`config.mk`:
```
export PLATFORM = sky130hd
export DESIGN_NAME = bcdx3_serial_conv
export DESIGN_NICKNAME = d
export VERILOG_FILES = /design/src/rtl/bcdx3_pkg.sv /design/src/rtl/bcdx3_table_next.sv /design/src/rtl/bcdx3_eqn_next.sv /design/src/rtl/bcdx3_state_reg.sv /design/src/rtl/bcdx3_serial_conv.sv
export SDC_FILE = /design/constraint.sdc
export NUM_CORES = 1
export LEC_CHECK = 0
export ABC_CLOCK_PERIOD_IN_PS = 1000
export BUFFER_PORTS_ARGS = -buffer_cell sky130_fd_sc_hd__buf_2
export CORE_AREA = 2 2 39 41
export DETAILED_ROUTE_END_ITERATION = 8
export DIE_AREA = 0 0 41 43
export MAX_ROUTING_LAYER = met4
export SYNTH_ARGS = -nofsm -noshare
export SYNTH_HDL_FRONTEND = slang
export SYNTH_SLANG_ARGS = --single-unit
```
`constraint.sdc`:
```
create_clock -name clk_i -period 1 [get_ports clk_i]
set_input_delay 0.2 -clock clk_i [delete_from_list [all_inputs] [get_ports clk_i]]
set_output_delay 0.2 -clock clk_i [all_outputs]
set_load 0.03 [all_outputs]
```
`src/rtl/bcdx3_pkg.sv`:
```
// Shared types and the transition rules of the serial BCD to Excess-3 converter.
// Assumes: digits arrive LSB first, four bits each; codes are fixed because
// the equation build decodes the individual state bits.
package bcdx3_pkg;

    localparam int STATE_W    = 3;
    localparam int DIGIT_BITS = 4;
    localparam int ADDR_W     = STATE_W + 1;
    localparam int WORD_W     = STATE_W + 1;
    localparam int TABLE_N    = 1 << ADDR_W;

    // State names carry the bit position and the pending carry of the add-three.
    typedef enum logic [STATE_W-1:0] {
        ST_BIT0     = 3'b000,
        ST_BIT1_C0  = 3'b001,
        ST_BIT1_C1  = 3'b011,
        ST_BIT2_C0  = 3'b110,
        ST_BIT2_C1  = 3'b100,
        ST_BIT3_C0  = 3'b111,
        ST_BIT3_C1  = 3'b101,
        ST_UNUSED   = 3'b010
    } conv_state_e;

    // One step of the machine: output bit and next state.
    typedef struct packed {
        logic        z;
        conv_state_e nxt;
    } step_t;

    // Transition rules written from the meaning of each state.
    function automatic step_t rule_step(input conv_state_e s, input logic x);
        step_t r;
        case (s)
            ST_BIT0:    begin r.z = ~x; r.nxt = x ? ST_BIT1_C1 : ST_BIT1_C0; end
            ST_BIT1_C0: begin r.z = ~x; r.nxt = x ? ST_BIT2_C1 : ST_BIT2_C0; end
            ST_BIT1_C1: begin r.z =  x; r.nxt = ST_BIT2_C1;                  end
            ST_BIT2_C0: begin r.z =  x; r.nxt = ST_BIT3_C0;                  end
            ST_BIT2_C1: begin r.z = ~x; r.nxt = x ? ST_BIT3_C1 : ST_BIT3_C0; end
            ST_BIT3_C0: begin r.z =  x; r.nxt = ST_BIT0;                     end
            // x=1 here is not valid BCD; defined as a return to start with z=0.
            ST_BIT3_C1: begin r.z = ~x; r.nxt = ST_BIT0;                     end
            // Unreachable code; chosen to agree with the equation build.
            default:    begin r.z =  x; r.nxt = ST_BIT1_C1;                  end
        endcase
        return r;
    endfunction

endpackage

```
`src/rtl/bcdx3_table_next.sv`:
```
// Next-state/output function as a 16-word lookup table addressed by
// {x, state}. Each word holds {z, next state}. The table is computed at
// elaboration from the package rules.
// Assumes: purely combinational; the state register lives outside.
module bcdx3_table_next
    import bcdx3_pkg::*;
(
    input  conv_state_e st_i,
    input  logic        x_i,
    output step_t       step_o
);

    // Builds the packed table contents, one word per address.
    function automatic logic [TABLE_N*WORD_W-1:0] build_table();
        logic [TABLE_N*WORD_W-1:0] t;
        logic [ADDR_W-1:0]         a;
        t = '0;
        for (int i = 0; i < TABLE_N; i++) begin
            a = ADDR_W'(i);
            t[i*WORD_W +: WORD_W] =
                rule_step(conv_state_e'(a[STATE_W-1:0]), a[ADDR_W-1]);
        end
        return t;
    endfunction

    localparam logic [TABLE_N*WORD_W-1:0] TABLE = build_table();

    logic [ADDR_W-1:0] addr;

    // Forms the address and reads the selected word.
    always_comb begin
        addr   = {x_i, st_i};
        step_o = step_t'(TABLE[addr*WORD_W +: WORD_W]);
    end

endmodule

```
`src/rtl/bcdx3_eqn_next.sv`:
```
// Next-state/output function as two-level logic equations on the state bits.
// Assumes: the state codes of bcdx3_pkg, which these equations decode.
module bcdx3_eqn_next
    import bcdx3_pkg::*;
(
    input  conv_state_e st_i,
    input  logic        x_i,
    output step_t       step_o
);

    logic q2, q1, q0;
    logic d2, d1, d0;

    // Splits the state into its bits and evaluates each equation.
    always_comb begin
        {q2, q1, q0} = st_i;
        d2 = q2 ^ q0;
        d0 = ~q0;
        d1 = (~x_i & ~q2 & ~q1 &  q0)
           | ( x_i & ~q2 & ~q0)
           | (~x_i &  q2 & ~q0)
           | ( q1  & ~q0);
        step_o.z   = ~(x_i ^ q1);
        step_o.nxt = conv_state_e'({d2, d1, d0});
    end

endmodule

```
`src/rtl/bcdx3_state_reg.sv`:
```
// State register of the converter with a synchronous active-low clear to the
// first-bit state.
// Assumes: rst_ni is synchronous to clk_i.
module bcdx3_state_reg
    import bcdx3_pkg::*;
(
    input  logic        clk_i,
    input  logic        rst_ni,
    input  conv_state_e nxt_i,
    output conv_state_e st_o
);

    // Loads the next state, or the start state under reset.
    always_ff @(posedge clk_i) begin
        if (!rst_ni) st_o <= ST_BIT0;
        else         st_o <= nxt_i;
    end

    // a low reset at an edge always lands in the first-bit state.
    p_sync_clear_r1: assert property (@(posedge clk_i)
        !rst_ni |=> (st_o == ST_BIT0));

endmodule

```
`src/rtl/bcdx3_serial_conv.sv`:
```
// Serial BCD to Excess-3 converter, LSB first, one bit per clock.
// USE_TABLE picks the lookup-table or equation build of the step function;
// REG_OUT picks a combinational (Mealy) or one-clock-delayed output.
// Assumes: only valid BCD digits are sent; digit framing is implied by the
// four-state-per-digit cycle that starts after reset.
module bcdx3_serial_conv
    import bcdx3_pkg::*;
#(
    parameter bit USE_TABLE = 1'b1,
    parameter bit REG_OUT   = 1'b0
) (
    input  logic clk_i,
    input  logic rst_ni,
    input  logic ser_x_i,
    output logic ser_z_o
);

    localparam int PHASE_W = (DIGIT_BITS > 1) ? $clog2(DIGIT_BITS) : 1;
    localparam logic [PHASE_W-1:0] PHASE_LAST = PHASE_W'(DIGIT_BITS - 1);

    conv_state_e st_q;
    step_t       step;

    generate
        if (USE_TABLE) begin : g_table
            bcdx3_table_next u_next (
                .st_i   (st_q),
                .x_i    (ser_x_i),
                .step_o (step)
            );
        end else begin : g_eqn
            bcdx3_eqn_next u_next (
                .st_i   (st_q),
                .x_i    (ser_x_i),
                .step_o (step)
            );
        end
    endgenerate

    bcdx3_state_reg u_state (
        .clk_i  (clk_i),
        .rst_ni (rst_ni),
        .nxt_i  (step.nxt),
        .st_o   (st_q)
    );

    generate
        if (REG_OUT) begin : g_reg_out
            logic z_q;

            // Holds the previous cycle's output bit.
            always_ff @(posedge clk_i) begin
                if (!rst_ni) z_q <= 1'b0;
                else         z_q <= step.z;
            end
            assign ser_z_o = z_q;

            // the registered output trails the combinational result by one clock.
            p_reg_delay_r7: assert property (@(posedge clk_i) disable iff (!rst_ni)
                $past(rst_ni) |-> (ser_z_o == $past(step.z)));
        end else begin : g_comb_out
            assign ser_z_o = step.z;
        end
    endgenerate

    // Independent digit-phase counter used only to check framing.
    logic [PHASE_W-1:0] phase_q;

    // Counts bit positions within a digit from reset.
    always_ff @(posedge clk_i) begin
        if (!rst_ni)                  phase_q <= '0;
        else if (phase_q == PHASE_LAST) phase_q <= '0;
        else                          phase_q <= phase_q + 1'b1;
    end

    // every fourth bit from reset starts in the first-bit state.
    p_frame_start_r3: assert property (@(posedge clk_i) disable iff (!rst_ni)
        (phase_q == '0) |-> (st_q == ST_BIT0));

    // the last bit of a digit is always handled in a top-bit state.
    p_frame_last_r3: assert property (@(posedge clk_i) disable iff (!rst_ni)
        (phase_q == PHASE_LAST) |-> (st_q == ST_BIT3_C0 || st_q == ST_BIT3_C1));

    // the spare code is never entered.
    p_no_spare_r3: assert property (@(posedge clk_i) disable iff (!rst_ni)
        st_q != ST_UNUSED);

    // with no add bit and a settled carry, the output copies the input.
    p_copy_bit_r2: assert property (@(posedge clk_i) disable iff (!rst_ni)
        (st_q == ST_BIT1_C1 || st_q == ST_BIT2_C0 || st_q == ST_BIT3_C0)
            |-> (step.z == ser_x_i));

    // an invalid top bit after a carry still returns to the start state.
    p_top_escape_r3: assert property (@(posedge clk_i) disable iff (!rst_ni)
        (st_q == ST_BIT3_C1 && ser_x_i) |=> (st_q == ST_BIT0));

endmodule

```
Word level (Yosys, flattened, before mapping)

Cells that the tools add are included.

Shift-type cells: 1

Operator list:

| operator                | number |
|---|---|
| $shiftx 64x7->4 const A | 1 |

Input port bits: 3
Register bits: 3

Depth between registers and ports, before layout

Gate-level depths: netlist of the first run.

Word-level depth: 1
Gate-level depth with buffers: 5

By module

From an unflattened synthesis of the first run, not the netlist that was laid out.

Cells, all modules: 20
Area total of the unflattened synthesis: 192.7 sq um

By module, submodules not included:

| module           | area an instance (sq um) | cells an instance | instances | seq. area each (sq um) |
|---|---|---|---|---|
| bcdx3_table_next | 113.9                    | 14                | 1         | 0.0 |
| bcdx3_state_reg  | 78.8                     | 6                 | 1         | 60.1 |

Worst setup path before layout of the first run

OpenSTA, ideal clock, no wires.

Kind: register -> output
Start: register u_state.st_o[1]
End: output ser_z_o
Stages on the path, launching flop included: 2
Arrival time: 857 ps
Required time: 800 ps
Path slack: -57 ps
Path buffers: 0
Path through: dfxtp_1 xnor2_1

Longest elaborated chain between the ends: 1

Ends and longest elaborated chain:

| element                | RTL line                | RTL |
|---|---|---|
| start, declared        | bcdx3_state_reg.sv:10   | `output conv_state_e st_o` |
| start signal, assigned | bcdx3_state_reg.sv:16   | `else st_o <= nxt_i;` |
| $shiftx 64x7->4        | bcdx3_table_next.sv:33  | `step_o = step_t'(TABLE[addr*WORD_W +: WORD_W]);` |
| end, declared          | bcdx3_serial_conv.sv:15 | `output logic ser_z_o` |

No other way between the ends.

Worst setup path after layout of the first run

Ends and elaborated chain as after synthesis.

==> reports/metrics.yaml, run 1 <==
timing:
  rsz0062_at_grt: "true"
  fin_hold_ws_ps: 218.9
  finalSetupTns_ps: -169.5
  skew_ps: 8.521
  setup_viol_count_final: 2
  hold_viol: 0
  worstMarginPinSlew_ps: 227.2
  maxSlewViolCount: 0
  fin_crit_sh_pct: 113.4
  fmax_mhz: 881.9
  fin_crit_ps: 1134
  slew_headroom_pct: 84.76
  setup_slack_ps: -133.9
power:
  ir_drop_uv: 569.9
  internal-power_uw: 557.5
  p_switching_uw: 282.6
  power_uw: 840.0
  seq_power_share_pct: 23.7
  leakage_nw: 0.1429
  power_density_mw_per_mm2: 2468
  swShare_pct: 33.64
  p_comb_share_pct: 51.1
  pwr-share-clk_pct: 25.3
routing:
  dr.first_iter.drc_count: 3
  vias: 151
  wl_microns: 349
  dr.pass1.iters: 2
  antenna_left: 0
  drc_errors: 0
  vias_per_cell: 3.356
  wl_per_cell_microns: 7.756
logic_synthesis:
  syn-num-nets: 25
  synth_edf_count: 0
  yosysMostFrequentCell: "inv_1"
  async_reset_ff_share_pct: 0
  yosys_most_used_dff: "dfxtp_1"
  yosys_warnings: 0
  synthTopCellsByArea: "dfxtp_1 (34%), ha_1 (29%), inv_1 (11%)"
  yosys-top-cells-count: "inv_1 (5), ha_1 (4), dfxtp_1 (3)"
  synth_top_area_share_pct: 34.29
  synthCells: 18
  synth_top_area_cell: "dfxtp_1"
  synth_seq_area_share_pct: 34.29
  synth_seq_cells: 3
  avgSynthCellArea_sq_um: 9.732
  ys_types: 9
  netlist_area_sq_um: 175.2
min_path:
  min-delay-start: "rst_ni"
  hp-class: "in -> reg"
flow_run:
  maxCapViolCount: 0
place:
  pre_cts_ws_ps: -29.85
  gp_congestion: 0.6127
  dp_cells: 40
  port_buffers: 3
  placed_area_sq_um: 241.5
  dp_hpwl_microns: 248.9
setup_path:
  r2r-start: "u_state.st_o[1]$_SDFF_PN0_"
  worstPathRequired_ps: 800
  worst_setup_path_start_kind: "flop"
  critPathKind: "reg -> out"
  crit_arrival_ps: 930
  path_max_fanout: 2
  end_kind: "output pin"
  crit_path_start: "u_state.st_o[1]$_SDFF_PN0_"
layout:
  fill_cells: 146
  largestRegisters: "u_state.st_o: 3 flops"
  fin_area_sq_um: 340.3
  syn_to_final_growth_pct: 94.29
  max_flop_register: "u_state.st_o"
  largest_reg_flops: 3
  drive_above_1_share_pct: 68.97
  post-route-util_pct: 24.59
  n_antenna_cell: 0
  nets: 37
  final_cells: 45
clock_network:
  ctsHoldBuffers: 0
  clk_pin_slew_ps: 40
  cts_buffers: 3
  cts_root_buf: "clkbuf_4"
  clock_path_buffers: 2
  clock_sinks: 3
  cts_tree: "yes"
  htree_levels: 1
  clock_latency_ps: 230
floorplanning:
  start_util_pct: 12.66
  die_area_sq_mm: 0.001763
  ios: 4
  coreArea_sq_mm: 0.001384
  row_count: 14
  die_w_microns: 41
  die_h_microns: 43
global_routing:
  grt_overflow: 0
  track_usage_pct: 5.344
  antenna_found_initial: 0
  grt_pass1_vias: 152
  grt_first_pass_wirelength_microns: 558
  grt_max_degree: 5
status:
  violations: "negative setup slack"
  status: "complete, but fails checks"
==> worst max-delay path: stages (launching register included) <==
cell,delay [ps]
dfxtp_2,320
buf_6,120
xnor2_4,120
buf_6,140
==> path summary, 6_finish.rpt <==
path,endpoint,slack (ps),cells after the start
min reg2reg,u_state.st_o[1]$_SDFF_PN0_,600,2
max,ser_z_o,-130,3
max reg2reg,u_state.st_o[1]$_SDFF_PN0_,-40,5
min,u_state.st_o[2]$_SDFF_PN0_,220,2
==> cells by family (layout without fill, tap and decap cells) <==
group | after synthesis | count (layout) | synth area share, %
flip-flops | 3 | 3 | 34.29
AND/OR/NAND/NOR | 1 | 1 | 3.574
buffers and inverters | 5 | 16 | 10.72
XOR/XNOR | 1 | 1 | 5.001
AO/OA/AOI/OAI | 3 | 3 | 11.43
adder cells (fa/ha/maj) | 5 | 5 | 35.00
==> layout by cell type, fill, tap and decap left out <==
master | synthesis | final
inv_1 | 5 | 4
clkbuf_4 | 0 | 3
buf_6 | 0 | 3
ha_4 | 0 | 2
buf_2 | 0 | 2
buf_4 | 0 | 2
dfxtp_2 | 0 | 2
xnor2_4 | 0 | 1
inv_4 | 0 | 1
o21a_1 | 1 | 1
and2_1 | 1 | 1
maj3_2 | 1 | 1
o31ai_2 | 0 | 1
a21oi_2 | 0 | 1
ha_2 | 0 | 1
ha_1 | 4 | 1
clkbuf_1 | 0 | 1
dfxtp_1 | 3 | 1
==> metal layers <==
layer | vias to the layer above | part of all wire (%) | GRT usage, %
li1 | 79 | - | -
met1 | 69 | 43 | 5.449
met2 | 3 | 53 | 6.250
met3 | 0 | 3.2 | 3.141
met4 | 0 | 0 | 6.000
met5 | - | 0 | -
==> timing repair <==
| item | 4_1_cts | 5_1_grt |
|---|---|---|
| pin swaps | 1 | 2 |
| resized for setup | 3 | 9 |
| setup buffers | 1 | 0 |
| setup endpoints to repair | 2 | 4 |
==> final cells by class <==
class / instances / area (sq um) / area share, %
Timing Repair Buffer: 7 / 58.81 / 17.28
Tap cell: 16 / 20.02 / 5.882
Sequential cell: 3 / 62.56 / 18.38
Inverter: 5 / 21.27 / 6.250
Clock buffer: 4 / 26.28 / 7.721
Multi-Input combinational cell: 10 / 151.4 / 44.49
==> power groups by stage <==
stage / logic [mW] / registers [mW] / clock network [mW]
final: 0.429 / 0.199 / 0.212
after global routing: 0.496 / 0.204 / 0.224
after CTS: 0.321 / 0.190 / 0.218
after detailed placement: 0.275 / 0.190 / 0
after global placement: 0.269 / 0.188 / 0
after floorplan: 0.170 / 0.194 / 0
Power figures use the tool's default switching activity.
==> run 2: changes to the inputs <==
--- a/config.mk
+++ b/config.mk
@@ -5,12 +5,11 @@
 export SDC_FILE = /design/constraint.sdc
 export NUM_CORES = 1
 export LEC_CHECK = 0
-export ABC_CLOCK_PERIOD_IN_PS = 1000
+export ABC_CLOCK_PERIOD_IN_PS = 1350
 export BUFFER_PORTS_ARGS = -buffer_cell sky130_fd_sc_hd__buf_2
 export CORE_AREA = 2 2 39 41
 export DETAILED_ROUTE_END_ITERATION = 8
 export DIE_AREA = 0 0 41 43
-export MAX_ROUTING_LAYER = met4
 export SYNTH_ARGS = -nofsm -noshare
 export SYNTH_HDL_FRONTEND = slang
 export SYNTH_SLANG_ARGS = --single-unit
==> constraint.sdc (replaced) <==
create_clock -name clk_i -period 1.35 [get_ports clk_i]
set_input_delay 0.27 -clock clk_i [delete_from_list [all_inputs] [get_ports clk_i]]
set_output_delay 0.27 -clock clk_i [all_outputs]
set_load 0.03 [all_outputs]
==> reports/metrics.yaml, run 2 (synthesis gave the netlist of run 1 again) <==
timing:
  fin_crit_ps: 1200
  maxSlewViolCount: 0  # unchanged
  hold_viol: 0  # unchanged
  rsz0062_at_grt: "false"
  worstMarginPinSlew_ps: 202.6  # -24.60 ps
  slew_headroom_pct: 86.38  # +1.6 points
  fin_hold_ws_ps: 281.7  # +62.80 ps
  skew_ps: 0.9388  # -7.582 ps
  finalSetupTns_ps: 0  # +169.5 ps
  setup_viol_count_final: 0  # -2
  fmax_mhz: 833.4
  fin_crit_sh_pct: 88.88
routing:
  drc_errors: 0  # unchanged
  wl_microns: 275  # -21%
  vias_per_cell: 3.415  # +1.8%
  vias: 140  # -7.3%
  wl_per_cell_microns: 6.707  # -14%
  dr.first_iter.drc_count: 4  # +1
  dr.pass1.iters: 2  # unchanged
  antenna_left: 0  # unchanged
clock_network:
  clk_pin_slew_ps: 40  # about the same
  ctsHoldBuffers: 0  # unchanged
  clock_sinks: 3  # unchanged
  clock_path_buffers: 2  # unchanged
  htree_levels: 1  # unchanged
  cts_buffers: 3  # unchanged
  post_cts_resized: 0  # -3
  cts_setup_buffers: 0  # -1
  cts_root_buf: "clkbuf_4"
  cts_tree: "yes"
  clock_latency_ps: 230  # about the same
power:
  p_comb_share_pct: 33.0  # -18 points
  p_switching_uw: 148.2  # -48%
  pwr-share-clk_pct: 35.4  # +10 points
  power_density_mw_per_mm2: 1874  # -24%
  ir_drop_uv: 485.3  # -15%
  leakage_nw: 0.1114  # -22%
  internal-power_uw: 294.9  # -47%
  seq_power_share_pct: 31.5  # +7.8 points
  swShare_pct: 33.45  # -0.18 points
floorplanning:
  ios: 4  # unchanged
  die_h_microns: 43  # unchanged
  row_count: 14  # unchanged
  coreArea_sq_mm: 0.001384  # unchanged
  die_area_sq_mm: 0.001763  # unchanged
  start_util_pct: 12.66  # unchanged
  die_w_microns: 41  # unchanged
layout:
  syn_to_final_growth_pct: 35.00
  max_flop_register: "u_state.st_o"
  nets: 33  # -11%
  post-route-util_pct: 17.09  # -7.5 points
  final_cell_mix: "inv_1 (5), ha_1 (4), clkbuf_4 (3), buf_2 (3), dfxtp_1 (3)"
  largest_reg_flops: 3  # unchanged
  n_antenna_cell: 0  # unchanged
  mostFrequentLayoutCell: "inv_1"
  drive_above_1_share_pct: 28.00  # -41 points
  fill_cells: 156  # +6.8%
  largestRegisters: "u_state.st_o: 3 flops"
min_path:
  hp-class: "in -> reg"
global_routing:
  grt_pass1_vias: 136  # -11%
  grt_max_degree: 5  # unchanged
  track_usage_pct: 5.115  # -0.23 points
  grt_first_pass_wirelength_microns: 517  # -7.3%
  antenna_found_initial: 0  # unchanged
  grt_overflow: 0  # unchanged
setup_path:
  crit_arrival_ps: 930  # about the same
  worst_setup_path_start_kind: "flop"
  worstPathRequired_ps: 1080  # +280 ps
  critPathKind: "reg -> out"
  end_kind: "output pin"
  path_max_fanout: 3  # +1
status:
  status: "complete, no violations"
flow_run:
  maxCapViolCount: 0  # unchanged
place:
  port_buffers: 3  # unchanged
  dp_hpwl_microns: 211.8  # -15%
  gp_congestion: 0.5758  # -6.0%
[run 2: cell type report]
class	instances	area [sq um]	area share (%)
multi-input combinational	10	96.34	40.74
sequential	3	60.06	25.40
clock buffer	4	26.28	11.11
tap	16	20.02	8.466
inverter	5	18.77	7.937
timing repair buffer	3	15.01	6.349
[run 2: per-stage QoR]
stage | instances | power, mW | instance area (sq um) | worst slack [ps]
5_1_grt | 41 | 0.5007 | 236.5 | 85.98
3_5_place_dp | 37 | 0.2913 | 210.2 | 244.6
6_report | 41 | 0.4431 | 236.5 | 150.1
2_1_floorplan | 18 | 0.2549 | 175.2 | 223.4
3_3_place_gp | 37 | 0.2855 | 210.2 | 263.1
4_1_cts | 41 | 0.4563 | 236.5 | 133.8
[run 2: worst paths after layout]
check                                                 from                          to  slack (ps)  cells after the start
worst max-delay path            u_state.st_o[1]$_SDFF_PN0_                     ser_z_o         150                      2
worst min-delay path                                rst_ni  u_state.st_o[0]$_SDFF_PN0_         280                      2
worst max register to register  u_state.st_o[0]$_SDFF_PN0_  u_state.st_o[1]$_SDFF_PN0_         250                      5
worst min register to register  u_state.st_o[2]$_SDFF_PN0_  u_state.st_o[1]$_SDFF_PN0_         600                      2
[run 2: worst max-delay path, cell delays in order (launching register included)]
cell and delay (ps):
dfxtp_1 360, xnor2_1 120, buf_2 210
[run 2: layer usage]
layer / global-route usage, % / share of wire [%]
met2: 5.313 / 46
met5: 0 / 0
met4: 4.000 / 0
met3: 6.283 / 9.8
met1: 5.128 / 44
[run 2: power groups by stage]
| stage | clock network [mW] | registers [mW] | logic (mW) |
|---|---|---|---|
| CTS | 0.166 | 0.140 | 0.151 |
| floorplan | 0 | 0.136 | 0.119 |
| global route | 0.175 | 0.142 | 0.183 |
| finish | 0.157 | 0.140 | 0.146 |
| global placement | 0 | 0.141 | 0.144 |
| detailed placement | 0 | 0.141 | 0.150 |
==> run 3: changes to the inputs <==
--- a/config.mk
+++ b/config.mk
@@ -5,11 +5,14 @@
 export SDC_FILE = /design/constraint.sdc
 export NUM_CORES = 1
 export LEC_CHECK = 0
+export ABC_AREA = 1
 export ABC_CLOCK_PERIOD_IN_PS = 1350
 export BUFFER_PORTS_ARGS = -buffer_cell sky130_fd_sc_hd__buf_2
 export CORE_AREA = 2 2 39 41
 export DETAILED_ROUTE_END_ITERATION = 8
 export DIE_AREA = 0 0 41 43
+export SLEW_MARGIN = 0
 export SYNTH_ARGS = -nofsm -noshare
 export SYNTH_HDL_FRONTEND = slang
+export SYNTH_HIERARCHICAL = 1
 export SYNTH_SLANG_ARGS = --single-unit
==> reports/metrics.yaml, run 3 <==
status:
  status: "complete, no violations"
global_routing:
  grt_max_degree: 5  # unchanged
  grtUsageMet3_pct: 3.665  # -2.6 points
  antenna_found_initial: 0  # unchanged
  met1_usage_pct: 6.410  # +1.3 points
  grt_pass1_vias: 183  # +35%
  grt_first_pass_wirelength_microns: 676  # +31%
  grt_overflow: 0  # unchanged
  track_usage_pct: 6.319  # +1.2 points
  grt_use_met2_pct: 7.500  # +2.2 points
  gr-max-usage-layer: "met4"
layout:
  n_antenna_cell: 0  # unchanged
  multiInputGateArea_sq_um: 107.6  # +12%
  largest_reg_flops: 3  # unchanged
  syn_to_final_growth_pct: 31.61
  post-route-util_pct: 18.44  # +1.4 points
  fill_cells: 161  # +3.2%
  nets: 41  # +24%
  largestRegisters: "u_state/st_o: 3 flops"
  max_flop_register: "u_state/st_o"
  final_cell_mix: "inv_1 (6), nand2_1 (6), ha_1 (4)"
  fin_area_sq_um: 255.2  # +7.9%
  seqCellArea_sq_um: 60.06  # unchanged
  final_cells: 49  # +20%
  drive_above_1_share_pct: 27.27  # -0.73 points
timing:
  fin_crit_ps: 1185  # -14.87 ps
  skew_ps: 2.610  # +1.672 ps
  hold_viol: 0  # unchanged
  slew_headroom_pct: 90.53  # +4.2 points
  setup_slack_ps: 165.0  # +14.87 ps
  fmax_mhz: 843.9  # +1.3%
  setup_viol_count_final: 0  # unchanged
  fin_crit_sh_pct: 87.78  # -1.1 points
  worstMarginPinSlew_ps: 141.9  # -60.68 ps
  rsz0062_at_grt: "false"
  finalSetupTns_ps: 0  # unchanged
  maxSlewViolCount: 0  # unchanged
place:
  dp_cells: 45  # +22%
  dp_hpwl_microns: 250.8  # +18%
  gp_congestion: 0.6872  # +19%
  port_buffers: 3  # unchanged
  placed_area_sq_um: 229.0  # +8.9%
  pre_cts_ws_ps: 269.0  # +24.42 ps
power:
  ir_drop_uv: 518.4  # +6.8%
  power_density_mw_per_mm2: 1874  # about the same
  leakage_nw: 0.1451  # +30%
logic_synthesis:
  synth_top_family_by_area: "adder cells"
  synth_top_area_cell: "dfxtp_1"
  syn-num-nets: 33  # +32%
  yosys.area_share.simple_pct: 20.65  # +17 points
  synth_seq_cells: 3  # unchanged
  synthCells: 26  # +8
  ys_types: 9  # unchanged
  synth_xor_area_share_pct: 4.516  # -0.48 points
  yosys_warnings: 6  # +6
  yosys-top-cells-count: "inv_1 (6), nand2_1 (6), ha_1 (4)"
  synth_edf_count: 0  # unchanged
  synth-compound-area-share_pct: 4.516  # -6.9 points
  async_reset_ff_share_pct: 0  # unchanged
  synthTopCellsByArea: "dfxtp_1 (31%), ha_1 (26%), inv_1 (12%)"
  synth_seq_area_share_pct: 30.97  # -3.3 points
  netlist_area_sq_um: 193.9  # +11%
  avgSynthCellArea_sq_um: 7.459  # -23%
  yosys_most_used_dff: "dfxtp_1"
  synth_top_area_share_pct: 30.97  # -3.3 points
  synthMuxAreaShare_pct: 0  # unchanged
  synth-adder-area-share_pct: 25.81  # -9.2 points
floorplanning:
  coreArea_sq_mm: 0.001384  # unchanged
  die_w_microns: 41  # unchanged
  die_area_sq_mm: 0.001763  # unchanged
  start_util_pct: 14.01  # +1.4 points
  die_h_microns: 43  # unchanged
  row_count: 14  # unchanged
  ios: 4  # unchanged
setup_path:
  crit_chain: "xnor2_1 > buf_2"
  crit_family: "flip-flops"
  r2r_cells: 5  # unchanged
  worst_path_max_delay_cell: "dfxtp_1"
  r2r-start: "u_state/st_o[2]$_SDFF_PN0_"
  crit_arrival_ps: 910  # -20 ps
  path_max_fanout: 3  # unchanged
  r2r_slack_ps: 260  # about the same
  end_kind: "output pin"
  worstPathRequired_ps: 1080  # about the same
  worst_setup_path_start_kind: "flop"
  critPathBufInv: 1  # unchanged
  worst_path_largest_cell_delay_ps: 360  # about the same
  r2r-end: "u_state/st_o[0]$_SDFF_PN0_"
  critPathKind: "reg -> out"
min_path:
  min-delay-start: "rst_ni"
  holdPathStages: 3  # +1
  hold_end: "u_state/st_o[0]$_SDFF_PN0_"
  hp-class: "in -> reg"
routing:
  drc_errors: 0  # unchanged
  dr.pass1.iters: 3  # +1
  wl_microns: 319  # +16%
  wl_per_cell_microns: 6.510  # -2.9%
  vias: 163  # +16%
  antenna_left: 0  # unchanged
  dr.first_iter.drc_count: 3  # -1
  vias_per_cell: 3.327  # -2.6%
flow_run:
  maxCapViolCount: 0  # unchanged
clock_network:
  post_cts_resized: 0  # unchanged
  clock_sinks: 3  # unchanged
  clock_path_buffers: 2  # unchanged
  cts_buffers: 3  # unchanged
  htree_levels: 1  # unchanged
  ctsHoldBuffers: 0  # unchanged
  cts_root_buf: "clkbuf_4"
  clock_latency_ps: 230  # about the same
  cts_setup_buffers: 0  # unchanged
  cts_tree: "yes"
  clk_pin_slew_ps: 40  # about the same
-- run 3: worst max path at each step --
stage	from	end	slack [ps]	cells past startpoint
global placement	u_state/st_o[0]$_SDFF_PN0_	u_state/st_o[0]$_SDFF_PN0_	300	5
CTS	u_state/st_o[1]$_SDFF_PN0_	ser_z_o	140	2
finish	u_state/st_o[1]$_SDFF_PN0_	ser_z_o	170	2
floorplan	u_state/st_o[1]$_SDFF_PN0_	ser_z_o	220	1
detailed placement	u_state/st_o[2]$_SDFF_PN0_	u_state/st_o[0]$_SDFF_PN0_	270	5
global route	u_state/st_o[1]$_SDFF_PN0_	ser_z_o	70	2
-- run 3: cells by family (layout without fill, tap and decap cells) --
| family | after synthesis | after routing |
|---|---|---|
| compound gates | 1 | 1 |
| flops | 3 | 3 |
| xor+xnor | 1 | 1 |
| fa+ha+maj | 4 | 4 |
| simple gates | 10 | 10 |
| buf+inv | 7 | 14 |
-- run 3: layout make-up --
type | count | area share [%]
multi-input combinational | 16 | 42.16
timing repair buffer | 3 | 5.882
tap | 16 | 7.843
inverter | 7 | 10.29
sequential | 3 | 23.53
clock buffer | 4 | 10.29
-- run 3: metal layers --
layer / up-vias / wire length (microns)
met5: - / 0
met4: 0 / 0
met3: 0 / 25
met2: 3 / 157
met1: 73 / 136
li1: 87 / -
-- run 3: power by group --
group / switching, mW / leakage (nW) / internal [mW]
logic: 0.109 / 0.105 / 0.0777
registers: 0.0205 / 0.0250 / 0.118
clock network: 0.0429 / 0.0150 / 0.111
-- run 3: tightest hold or removal path: cells and delay by family --
kind | cells | cell delay (ps)
buffers and inverters | 2 | 140
and+or+nand+nor | 1 | 50
-- run 3: per-stage QoR --
step           total power [mW]  hold slack [ps]
6_report                 0.4783            254.5
5_1_grt                  0.5511            262.0
4_1_cts                  0.4906            243.5
3_5_place_dp             0.3280            487.6
3_3_place_gp             0.3200            480.9
2_1_floorplan            0.2848            363.5
